`src/rtl/lin_tx_pkg.sv`:
```
package lin_tx_pkg;

    localparam int CHAR_W     = 8;
    localparam int CHAR_IDX_W = $clog2(CHAR_W);
    localparam int BRK_SEL_W  = 3;

    typedef enum logic [1:0] {
        PAR_NONE = 2'd0,
        PAR_EVEN = 2'd1,
        PAR_ODD  = 2'd2,
        PAR_ZERO = 2'd3
    } par_mode_e;

    typedef enum logic [2:0] {
        ST_IDLE,
        ST_START,
        ST_DATA,
        ST_PAR,
        ST_STOP,
        ST_BRK,
        ST_BRK_GAP
    } tx_state_e;

    typedef struct packed {
        logic              is_brk;
        logic [CHAR_W-1:0] data;
    } hold_entry_t;

    typedef struct packed {
        logic                 len8;
        par_mode_e            par;
        logic                 stop2;
        logic                 msb;
        logic [BRK_SEL_W-1:0] brk_sel;
    } frame_cfg_t;

    // data bit sent in slot idx for the given length and order
    function automatic logic pick_bit(input logic [CHAR_W-1:0] d, input int idx,
                                      input logic len8, input logic msb);
        int n;
        int pos;
        n   = len8 ? CHAR_W : CHAR_W - 1;
        pos = msb ? (n - 1 - idx) : idx;
        return d[pos[CHAR_IDX_W-1:0]];
    endfunction

    // parity over the bits that are actually sent
    function automatic logic calc_parity(input logic [CHAR_W-1:0] d, input logic len8,
                                         input par_mode_e mode);
        logic [CHAR_W-1:0] m;
        m = d;
        if (!len8) m[CHAR_W-1] = 1'b0;
        case (mode)
            PAR_EVEN: return ^m;
            PAR_ODD:  return ~^m;
            default:  return 1'b0;
        endcase
    endfunction

endpackage

```
`src/rtl/lin_tx_hold.sv`:
```
module lin_tx_hold
    import lin_tx_pkg::*;
(
    input  logic              clk,
    input  logic              rst,
    input  logic              push_chr,
    input  logic              push_brk,
    input  logic [CHAR_W-1:0] data_in,
    input  logic              pop,
    output logic              vld,
    output hold_entry_t       entry
);

    logic accept;

    // a write while full is dropped; a break wins over a character
    assign accept = (push_chr | push_brk) & ~vld;

    always_ff @(posedge clk) begin
        if (rst) begin
            vld   <= 1'b0;
            entry <= '0;
        end else begin
            if (accept) begin
                vld          <= 1'b1;
                entry.is_brk <= push_brk;
                entry.data   <= data_in;
            end else if (pop) begin
                vld <= 1'b0;
            end
        end
    end

endmodule

```
`src/rtl/lin_tx_seq.sv`:
```
module lin_tx_seq
    import lin_tx_pkg::*;
#(
    parameter int BRK_MIN = 13
) (
    input  logic        clk,
    input  logic        rst,
    input  logic        tick,
    input  logic        hold_vld,
    input  hold_entry_t hold_q,
    input  frame_cfg_t  cfg_in,
    output logic        pop,
    output logic        line_raw,
    output logic        active,
    output logic        done_pulse
);

    localparam int BRK_MAX = BRK_MIN + (1 << BRK_SEL_W) - 1;
    localparam int CNT_W   = $clog2(BRK_MAX + 1);

    tx_state_e               state;
    logic [CHAR_W-1:0]       cur_data;
    frame_cfg_t              cfg_q;
    logic [CHAR_IDX_W-1:0]   bit_idx;
    logic [CHAR_IDX_W-1:0]   last_idx;
    logic [CNT_W-1:0]        brk_cnt;
    logic [CNT_W-1:0]        brk_last;
    logic                    stop_sec;
    logic                    done_q;
    logic                    finishing;
    logic                    load;
    logic                    rel;

    assign last_idx = cfg_q.len8 ? CHAR_IDX_W'(CHAR_W - 1) : CHAR_IDX_W'(CHAR_W - 2);
    assign brk_last = CNT_W'(BRK_MIN - 1) + CNT_W'(cfg_q.brk_sel);

    // frame ends on a tick in the final stop bit or the post-break idle bit
    always_comb begin
        finishing = 1'b0;
        if (state == ST_STOP && (!cfg_q.stop2 || stop_sec)) finishing = 1'b1;
        if (state == ST_BRK_GAP) finishing = 1'b1;
    end

    assign load   = hold_vld & ((state == ST_IDLE) | finishing);
    assign rel    = finishing & ~hold_vld;
    assign pop    = tick & load;
    assign active = (state != ST_IDLE);
    assign done_pulse = done_q;

    always_ff @(posedge clk) begin
        if (rst) begin
            state    <= ST_IDLE;
            cur_data <= '0;
            cfg_q    <= '0;
            bit_idx  <= '0;
            brk_cnt  <= '0;
            stop_sec <= 1'b0;
            done_q   <= 1'b0;
        end else begin
            done_q <= 1'b0;
            if (tick) begin
                case (state)
                    ST_START: begin
                        state   <= ST_DATA;
                        bit_idx <= '0;
                    end
                    ST_DATA: begin
                        if (bit_idx == last_idx) begin
                            done_q   <= 1'b1;
                            stop_sec <= 1'b0;
                            state    <= (cfg_q.par == PAR_NONE) ? ST_STOP : ST_PAR;
                        end else begin
                            bit_idx <= bit_idx + 1'b1;
                        end
                    end
                    ST_PAR: begin
                        state    <= ST_STOP;
                        stop_sec <= 1'b0;
                    end
                    ST_STOP: begin
                        if (cfg_q.stop2 && !stop_sec) stop_sec <= 1'b1;
                    end
                    ST_BRK: begin
                        if (brk_cnt == brk_last) state <= ST_BRK_GAP;
                        else brk_cnt <= brk_cnt + 1'b1;
                    end
                    default: ;
                endcase
                if (load) begin
                    state    <= hold_q.is_brk ? ST_BRK : ST_START;
                    cur_data <= hold_q.data;
                    cfg_q    <= cfg_in;
                    brk_cnt  <= '0;
                end else if (rel) begin
                    state <= ST_IDLE;
                end
            end
        end
    end

    always_comb begin
        case (state)
            ST_START: line_raw = 1'b0;
            ST_DATA:  line_raw = pick_bit(cur_data, int'(bit_idx), cfg_q.len8, cfg_q.msb);
            ST_PAR:   line_raw = calc_parity(cur_data, cfg_q.len8, cfg_q.par);
            ST_BRK:   line_raw = 1'b0;
            default:  line_raw = 1'b1;
        endcase
    end

endmodule

```
`src/rtl/lin_tx_line_out.sv`:
```
module lin_tx_line_out (
    input  logic clk,
    input  logic rst,
    input  logic line_raw,
    input  logic invert,
    output logic tx_line
);

    always_ff @(posedge clk) begin
        if (rst) tx_line <= ~invert;
        else     tx_line <= line_raw ^ invert;
    end

endmodule

```
`src/rtl/lin_uart_tx.sv`:
```
module lin_uart_tx
    import lin_tx_pkg::*;
#(
    parameter int BRK_MIN = 13
) (
    input  logic                 clk,
    input  logic                 rst,
    input  logic                 baud_tick,
    input  logic                 wr_en,
    input  logic [CHAR_W-1:0]    wr_data,
    input  logic                 wr_break,
    input  logic                 cfg_len8,
    input  logic [1:0]           cfg_parity,
    input  logic                 cfg_stop2,
    input  logic                 cfg_msb_first,
    input  logic                 cfg_invert,
    input  logic [BRK_SEL_W-1:0] cfg_brk_sel,
    output logic                 tx_line,
    output logic                 busy,
    output logic                 tx_done
);

    frame_cfg_t  cfg_now;
    hold_entry_t hold_q;
    logic        hold_vld;
    logic        pop;
    logic        line_raw;
    logic        active;

    always_comb begin
        cfg_now.len8    = cfg_len8;
        cfg_now.par     = par_mode_e'(cfg_parity);
        cfg_now.stop2   = cfg_stop2;
        cfg_now.msb     = cfg_msb_first;
        cfg_now.brk_sel = cfg_brk_sel;
    end

    lin_tx_hold u_hold (
        .clk      (clk),
        .rst      (rst),
        .push_chr (wr_en),
        .push_brk (wr_break),
        .data_in  (wr_data),
        .pop      (pop),
        .vld      (hold_vld),
        .entry    (hold_q)
    );

    lin_tx_seq #(.BRK_MIN(BRK_MIN)) u_seq (
        .clk        (clk),
        .rst        (rst),
        .tick       (baud_tick),
        .hold_vld   (hold_vld),
        .hold_q     (hold_q),
        .cfg_in     (cfg_now),
        .pop        (pop),
        .line_raw   (line_raw),
        .active     (active),
        .done_pulse (tx_done)
    );

    lin_tx_line_out u_out (
        .clk      (clk),
        .rst      (rst),
        .line_raw (line_raw),
        .invert   (cfg_invert),
        .tx_line  (tx_line)
    );

    assign busy = active | hold_vld;

endmodule

```
`config.mk`:
```
export PLATFORM = sky130hd
export DESIGN_NAME = lin_uart_tx
export DESIGN_NICKNAME = d
export VERILOG_FILES = /design/src/rtl/lin_tx_pkg.sv /design/src/rtl/lin_tx_hold.sv /design/src/rtl/lin_tx_seq.sv /design/src/rtl/lin_tx_line_out.sv /design/src/rtl/lin_uart_tx.sv
export SDC_FILE = /design/constraint.sdc
export NUM_CORES = 1
export LEC_CHECK = 0
export ABC_AREA = 1
export BUFFER_PORTS_ARGS = -buffer_cell sky130_fd_sc_hd__buf_2
export CORE_MARGIN = 2
export CORE_UTILIZATION = 50
export CTS_BUF_LIST = sky130_fd_sc_hd__clkbuf_16
export DETAILED_ROUTE_END_ITERATION = 10
export HOLD_SLACK_MARGIN = 0.02
export PLACE_DENSITY = 0.77
export SLEW_MARGIN = 20
export SYNTH_ARGS = -nofsm -noshare
export SYNTH_HDL_FRONTEND = slang
export SYNTH_HIERARCHICAL = 1
export SYNTH_SLANG_ARGS = --single-unit
```
`constraint.sdc`:
```
create_clock -name clk -period 2.3 [get_ports clk]
set_input_delay 0.575 -clock clk [delete_from_list [all_inputs] [get_ports clk]]
set_output_delay 0.575 -clock clk [all_outputs]
set_load 0.01 [all_outputs]
```
==> out/metrics.yaml, run 1 <==
yosys.area.top_type: "dfxtp_1"
nFillCells: 439
synth_edf_count: 0
num_io_pins: 25
gp_congestion: 0.885
dpl_cell_area_sq_um: 2390
drtPass1Iterations: 4
start_kind: "flop"
status: "finished clean"
clock.fmax_mhz: 480
grt_pass1_wl_microns: 8460
syn_nets: 375
worstPathRequired_ns: 2.48
grt.overflow.total: 0
p_per_area_nw_per_um2: 1040
cts_buffers: 5
clock_skew_ns: 0.00520
critical_path.cell_chain: "inv_1 -> ha_1 -> inv_1 -> fa_1 -> nand2_1 -> o21ai_2 -> inv_1 -> nand3_1 -> nand3_1 -> nand3_1 -> nand2_1 -> inv_1 -> nand2_1 -> inv_1 -> nand2_1 -> nor2_1 -> nor2_1"
dpl.hpwl_microns: 3450
cp-end-kind: "flop"
synth_common_cells: "78 x nand2_1, 65 x nor2_1, 46 x inv_1, 41 x nand3_1, 40 x dfxtp_1"
wl_per_cell_microns: 10.8
power.leakage_nw: 1.25
tightest_slew_ns: 0.596
drt-initial-drc-count: 133
syn_inst: 349
holdWs_ns: 0.474
synth.top_cells.by_area: "dfxtp_1 36%, nand2_1 13%, nor2_1 11%, nand3_1 9.2%, inv_1 7.7%"
finalHoldViolCount: 0
max-vdd-ir-drop_mv: 0.497
cts_setup_buffers: 0
area_delta_synth_final_pct: 13.6
grt_util_met3_pct: 4.27
h-tree-depth: 2
worstPathMaxFanout: 4
critPathKind: "reg2reg"
clk_latency_ns: 0.28
clk_path_buf_depth: 2
num_antenna_cells: 0
fin_crit_sh_pct: 90.6
worstPathArrival_ns: 2.26
chipWidth_microns: 70.8
cpMostUsedCell: "inv_1"
cp_slowest_cell: "fa_1"
hp-class: "reg2reg"
setup_viol: 0
grtUsageMet2_pct: 35.4
maxSlewViolCount: 0
portBuffers: 24
tritoncts: "done"
crit_buf_inv: 5
root_buffer: "clkbuf_16"
cp_top_family: "adder cells"
vias_per_cell: 4.95
synthesis.area_sq_um: 2230
clkTransAtPathRegs_ns: 0.06
busiest_layer: "met2"
synthArstFlopShare_pct: 0
vias: 2114
fin_area_sq_um: 2530
min_period_ns: 2.08
postRouteAntennaNets: 0
nets: 400
holdBufCountCts: 0
seq_area_frac_synth_pct: 35.9
cts_resized: 0
grt_max_degree: 29
drcViolationCount: 0
slew_headroom_pct: 60.2
die_area_sq_um: 5010
synth_seq_cells: 40
grt_usage_pct: 20.6
synth.distinct_cells: 27
initial_core_util_pct: 51.6
avgSynthCellArea_sq_um: 6.39
antenna_found_initial: 0
routed_wl_microns: 4600
utilization_pct: 58.6
maxCapViolCount: 0
synth_top_area_share_pct: 35.9
ys.flop_type: "dfxtp_1"
cts.sinks: 40
core-area_sq_um: 4320
cp_slowest_stage_delay_ns: 0.48
num_rows: 24
grt_util_met1_pct: 26.7
die_height_microns: 70.8
yosys_warnings: 6
drive_above_1_share_pct: 12.8
yosysMostFrequentCell: "nand2_1"
grt_pass1_vias: 1928
[layout make-up]
type / instances / area (sq um) / area share [%]
Sequential cell: 40 / 806 / 31.8
Multi-Input combinational cell: 251 / 1200 / 47.5
Clock inverter: 3 / 15.0 / 0.592
Timing Repair Buffer: 25 / 128 / 5.03
Inverter: 51 / 191 / 7.55
Tap cell: 52 / 65.1 / 2.57
Clock buffer: 5 / 125 / 4.94
[power by group]
group	switching [mW]	total, mW	internal (mW)
logic	0.662	1.03	0.369
registers	0.131	0.952	0.821
clock network	0.263	0.657	0.394
total	1.06	2.64	1.58
[worst reg2reg max path, cell delays in order, from the launching register on]
cell and delay [ns]:
dfxtp_4 0.36, inv_1 0.09, ha_1 0.15, inv_1 0.05, fa_1 0.48, nand2_1 0.07, o21ai_2 0.10, inv_1 0.08
nand3_1 0.09, nand3_1 0.07, nand3_1 0.08, nand2_1 0.05, inv_1 0.04, nand2_1 0.05, inv_1 0.05, nand2_1 0.05
nor2_1 0.10, nor2_1 0.05
[registers in the layout (all words and copies together) (netlist names), 3 cells and up]
signal / cells
u_seq/brk_cnt: 5
u_seq/cur_data: 8
u_seq/state: 3
u_seq/cfg_q: 8
u_hold/entry: 9
u_seq/bit_idx: 3
[final timing paths]
path | from | endpoint | slack (ns) | depth (start not counted)
setup / recovery | u_seq/cfg_q[7] | u_out/tx_line | 0.22 | 17
hold / removal | u_seq/cfg_q[0] | u_seq/cfg_q[0] | 0.47 | 2
setup reg to reg | u_seq/cfg_q[7] | u_out/tx_line | 0.22 | 17
hold reg to reg | u_seq/cfg_q[0] | u_seq/cfg_q[0] | 0.47 | 2
[routing by layer]
metal	up-vias	part of all wire [%]
li1	1143	-
met4	0	0.98
met2	44	47
met3	4	4.4
met5	-	0
met1	923	48
[placed cells by master, fill, tap and decap left out, types with 2 or more instances in the layout]
master     Yosys  layout
nand2_1       78      78
nor2_1        65      65
inv_1         46      47
nand3_1       41      41
dfxtp_1       40      38
buf_2          3      24
o21ai_0       19      18
a21oi_1       12      12
xor2_1         7       7
clkbuf_16      0       5
nor3_1         4       4
xnor2_1        4       4
clkinv_1       2       3
inv_2          3       3
nand2_2        3       3
nand4_1        3       3
a21oi_2        3       3
ha_1           3       3
nor2_2         2       2
[cells by family after synthesis]
| family | Yosys count | synth area share (%) |
|---|---|---|
| flops | 40 | 35.9 |
| buf+inv | 58 | 10.3 |
| fa+ha+maj | 4 | 2.58 |
| xor+xnor | 11 | 4.32 |
| simple gates | 199 | 37.9 |
| compound gates | 37 | 9.09 |
[stage by stage]
| step | total power, mW | cells | TNS, ns | worst slack [ns] |
|---|---|---|---|---|
| global route | 2.89 | 427 | -0.00490 | -0.00490 |
| global placement | 1.94 | 419 | 0 | 0.202 |
| CTS | 2.65 | 427 | 0 | 0.0785 |
| finish | 2.64 | 427 | 0 | 0.216 |
| floorplan | 1.76 | 349 | 0 | 0.311 |
| detailed placement | 1.98 | 419 | 0 | 0.0971 |
(Power assumes the default switching activity.)
==> run 2: changes to the inputs <==
--- a/config.mk
+++ b/config.mk
@@ -16,5 +16,4 @@
 export SLEW_MARGIN = 20
 export SYNTH_ARGS = -nofsm -noshare
 export SYNTH_HDL_FRONTEND = slang
-export SYNTH_HIERARCHICAL = 1
 export SYNTH_SLANG_ARGS = --single-unit
==> out/metrics.yaml, run 2 <==
status: "finished clean"  # unchanged
drtPass1Iterations: 5  # was 4
syn_nets: 333  # was 375
clkTransAtPathRegs_ns: 0.06  # about the same
cts_resized: 0  # unchanged
tightest_slew_ns: 0.393  # was 0.596 ns
area_delta_synth_final_pct: 15.8  # was 13.6%
grt.overflow.total: 0  # unchanged
fin_area_sq_um: 2450  # was 2530 sq um
core-area_sq_um: 4030  # was 4320 sq um
regMostFlops: "u_hold.entry"  # was u_hold/entry
r2r_slack_ns: 0.23  # was 0.22 ns
drcViolationCount: 0  # unchanged
num_io_pins: 25  # unchanged
die_height_microns: 69.1  # was 70.8 microns
synth_edf_count: 0  # unchanged
hp-start: "u_seq.cfg_q[0]"  # was u_seq/cfg_q[0]
min_period_ns: 2.07  # was 2.08 ns
cp_slowest_cell: "fa_1"  # unchanged
h-tree-depth: 2  # unchanged
drive_above_1_share_pct: 17.1  # was 12.8%
slew_headroom_pct: 73.8  # was 60.2%
avgSynthCellArea_sq_um: 6.89  # was 6.39 sq um
critical_path.cell_chain: "inv_1 -> ha_1 -> inv_1 -> fa_1 -> nand2_1 -> o21ai_0 -> inv_1 -> nand3_1 -> nand3_1 -> nand3_1 -> nand2_1 -> inv_1 -> nand2_1 -> nand2_1 -> nand2_1"  # was inv_1 -> ha_1 -> inv_1 -> fa_1 -> nand2_1 -> o21ai_2 -> inv_1 -> nand3_1 -> nand3_1 -> nand3_1 -> nand2_1 -> inv_1 -> nand2_1 -> inv_1 -> nand2_1 -> nor2_1 -> nor2_1
nets: 359  # was 400
finalHoldViolCount: 0  # unchanged
antenna_found_initial: 0  # unchanged
rsz0062_at_grt: "no"
maxSlewViolCount: 0  # unchanged
vias_per_cell: 5.29  # was 4.95
root_buffer: "clkbuf_16"  # unchanged
cp-end-kind: "flop"  # unchanged
synthArstFlopShare_pct: 0  # unchanged
tritoncts: "done"  # unchanged
routed_wl_microns: 4600  # about the same
vias: 2033  # was 2114
initial_core_util_pct: 52.5  # was 51.6%
dpl.hpwl_microns: 3360  # was 3450 microns
power.leakage_nw: 1.09  # was 1.25 nW
gp_congestion: 0.808  # was 0.885
finalSetupTns_ns: 0  # unchanged
synth_top_area_share_pct: 37.8  # was 35.9%
drt-initial-drc-count: 91  # was 133
synth.top_cells.by_area: "dfxtp_1 38%, nand2_1 11%, nand3_1 7.6%, a21oi_1 7.1%, inv_1 6.4%"  # was dfxtp_1 36%, nand2_1 13%, nor2_1 11%, nand3_1 9.2%, inv_1 7.7%
hold_path_depth: 2  # unchanged
synth.distinct_cells: 32  # was 27
largest_register_ffs: 9  # unchanged
clk_latency_ns: 0.28  # about the same
ys.flop_type: "dfxtp_1"  # unchanged
clock.fmax_mhz: 483  # was 480 MHz
worstPathMaxFanout: 6  # was 4
critPathKind: "reg2reg"  # unchanged
fin_crit_sh_pct: 90.1  # was 90.6%
grt_pass1_vias: 1806  # was 1928
hp-class: "reg2reg"  # unchanged
worstPathRequired_ns: 2.48  # about the same
cp_slowest_stage_delay_ns: 0.52  # was 0.48 ns
p_per_area_nw_per_um2: 1120  # was 1040 nW/um^2
maxCapViolCount: 0  # unchanged
yosys_warnings: 0  # was 6
portBuffers: 24  # unchanged
worstPathArrival_ns: 2.25  # was 2.26 ns
worstHoldEndpoint: "u_seq.cfg_q[0]"  # was u_seq/cfg_q[0]
syn_inst: 307  # was 349
synth_common_cells: "62 x nand2_1, 40 x dfxtp_1, 36 x inv_1, 32 x nand3_1, 30 x a21oi_1"  # was 78 x nand2_1, 65 x nor2_1, 46 x inv_1, 41 x nand3_1, 40 x dfxtp_1
rr_worst_depth: 15  # was 17
max-vdd-ir-drop_mv: 0.508  # was 0.497 mV
start_kind: "flop"  # unchanged
dpl_cell_area_sq_um: 2280  # was 2390 sq um
top_regs: "u_hold.entry (9), u_seq.cfg_q (8), u_seq.cur_data (8)"  # was u_hold/entry (9), u_seq/cfg_q (8), u_seq/cur_data (8)
grt_pass1_wl_microns: 7840  # was 8460 microns
num_rows: 23  # was 24
yosysMostFrequentCell: "nand2_1"  # unchanged
die_area_sq_um: 4770  # was 5010 sq um
cts.sinks: 40  # unchanged
wl_per_cell_microns: 12.0  # was 10.8 microns
grt_usage_pct: 20.2  # was 20.6%
cts_setup_buffers: 0  # unchanged
synth_seq_cells: 40  # unchanged
setup_viol: 0  # unchanged
grt_max_degree: 38  # was 29
num_antenna_cells: 0  # unchanged
yosys.area.top_type: "dfxtp_1"  # unchanged
synthesis.area_sq_um: 2120  # was 2230 sq um
r2r-start: "u_seq.cfg_q[7]"  # was u_seq/cfg_q[7]
clock_skew_ns: 0.00379  # was 0.00520 ns
worst_r2r_endpoint: "u_out.tx_line"  # was u_out/tx_line
chipWidth_microns: 69.1  # was 70.8 microns
seq_area_frac_synth_pct: 37.8  # was 35.9%
cpMostUsedCell: "nand2_1"  # was inv_1
final_common_cell: "nand2_1"  # unchanged
cts_buffers: 5  # unchanged
postRouteAntennaNets: 0  # unchanged
holdBufCountCts: 0  # unchanged
clk_path_buf_depth: 2  # unchanged
mostFrequentLayoutCells: "62 x nand2_1, 40 x dfxtp_1, 36 x inv_1"  # was 78 x nand2_1, 65 x nor2_1, 47 x inv_1
## run 2: worst max-delay path, delay by kind of cell, from the launching register on
family	cells	cell delay, ns
simple gates	8	0.48
fa+ha+maj	2	0.67
buf+inv	4	0.32
compound gates	1	0.14
flops	1	0.36
## run 2: cells by family after synthesis
logic type | after synthesis | share of synthesized area [%]
AND/OR/NAND/NOR | 135 | 29.1
AO/OA/AOI/OAI | 70 | 18.0
buffers and inverters | 51 | 9.46
flip-flops | 40 | 37.8
XOR/XNOR | 7 | 2.90
adder cells (fa/ha/maj) | 4 | 2.72
## run 2: layout make-up
class                           instances  area (sq um)
Clock inverter                          3          42.5
Tap cell                               50          62.6
Clock buffer                            5           125
Timing Repair Buffer                   27           143
Sequential cell                        40           801
Multi-Input combinational cell        216          1110
Inverter                               43           161
Fill cell                             394          1580
## run 2: power by group
group,internal (mW),switching [mW]
clock,0.509,0.273
sequential,0.828,0.109
combinational,0.354,0.681
## run 2: metrics by stage
stage                     hold slack [ns]  setup slack [ns]  total power, mW  instances  utilization (%)
after floorplan                     0.424             0.378             1.74        307                -
after global placement              0.452             0.311             1.93        376             56.6
after detailed placement            0.455             0.237             1.96        376             56.6
after CTS                           0.464             0.236             2.76        384             60.8
after global routing                0.481            0.0210             2.96        384             60.8
final                               0.460             0.228             2.75        384             60.8
## run 2: how the worst max path moves through the flow
| stage | from | to |
|---|---|---|
| global route | u_seq.cfg_q[7] | u_out.tx_line |
| CTS | u_seq.cfg_q[7] | u_out.tx_line |
| detailed placement | u_seq.cfg_q[7] | u_out.tx_line |
| global placement | u_seq.cfg_q[7] | u_out.tx_line |
| finish | u_seq.cfg_q[7] | u_out.tx_line |
| floorplan | u_seq.cfg_q[7] | u_out.tx_line |
## run 2: per-layer routing
layer,share of wire [%],wire [microns],up-vias,GRT usage [%]
met5,0,0,-,0
met4,1.4,65,0,6.75
met3,5.4,249,6,4.97
met2,48,2190,49,34.1
met1,46,2100,918,25.0
li1,-,-,1060,-
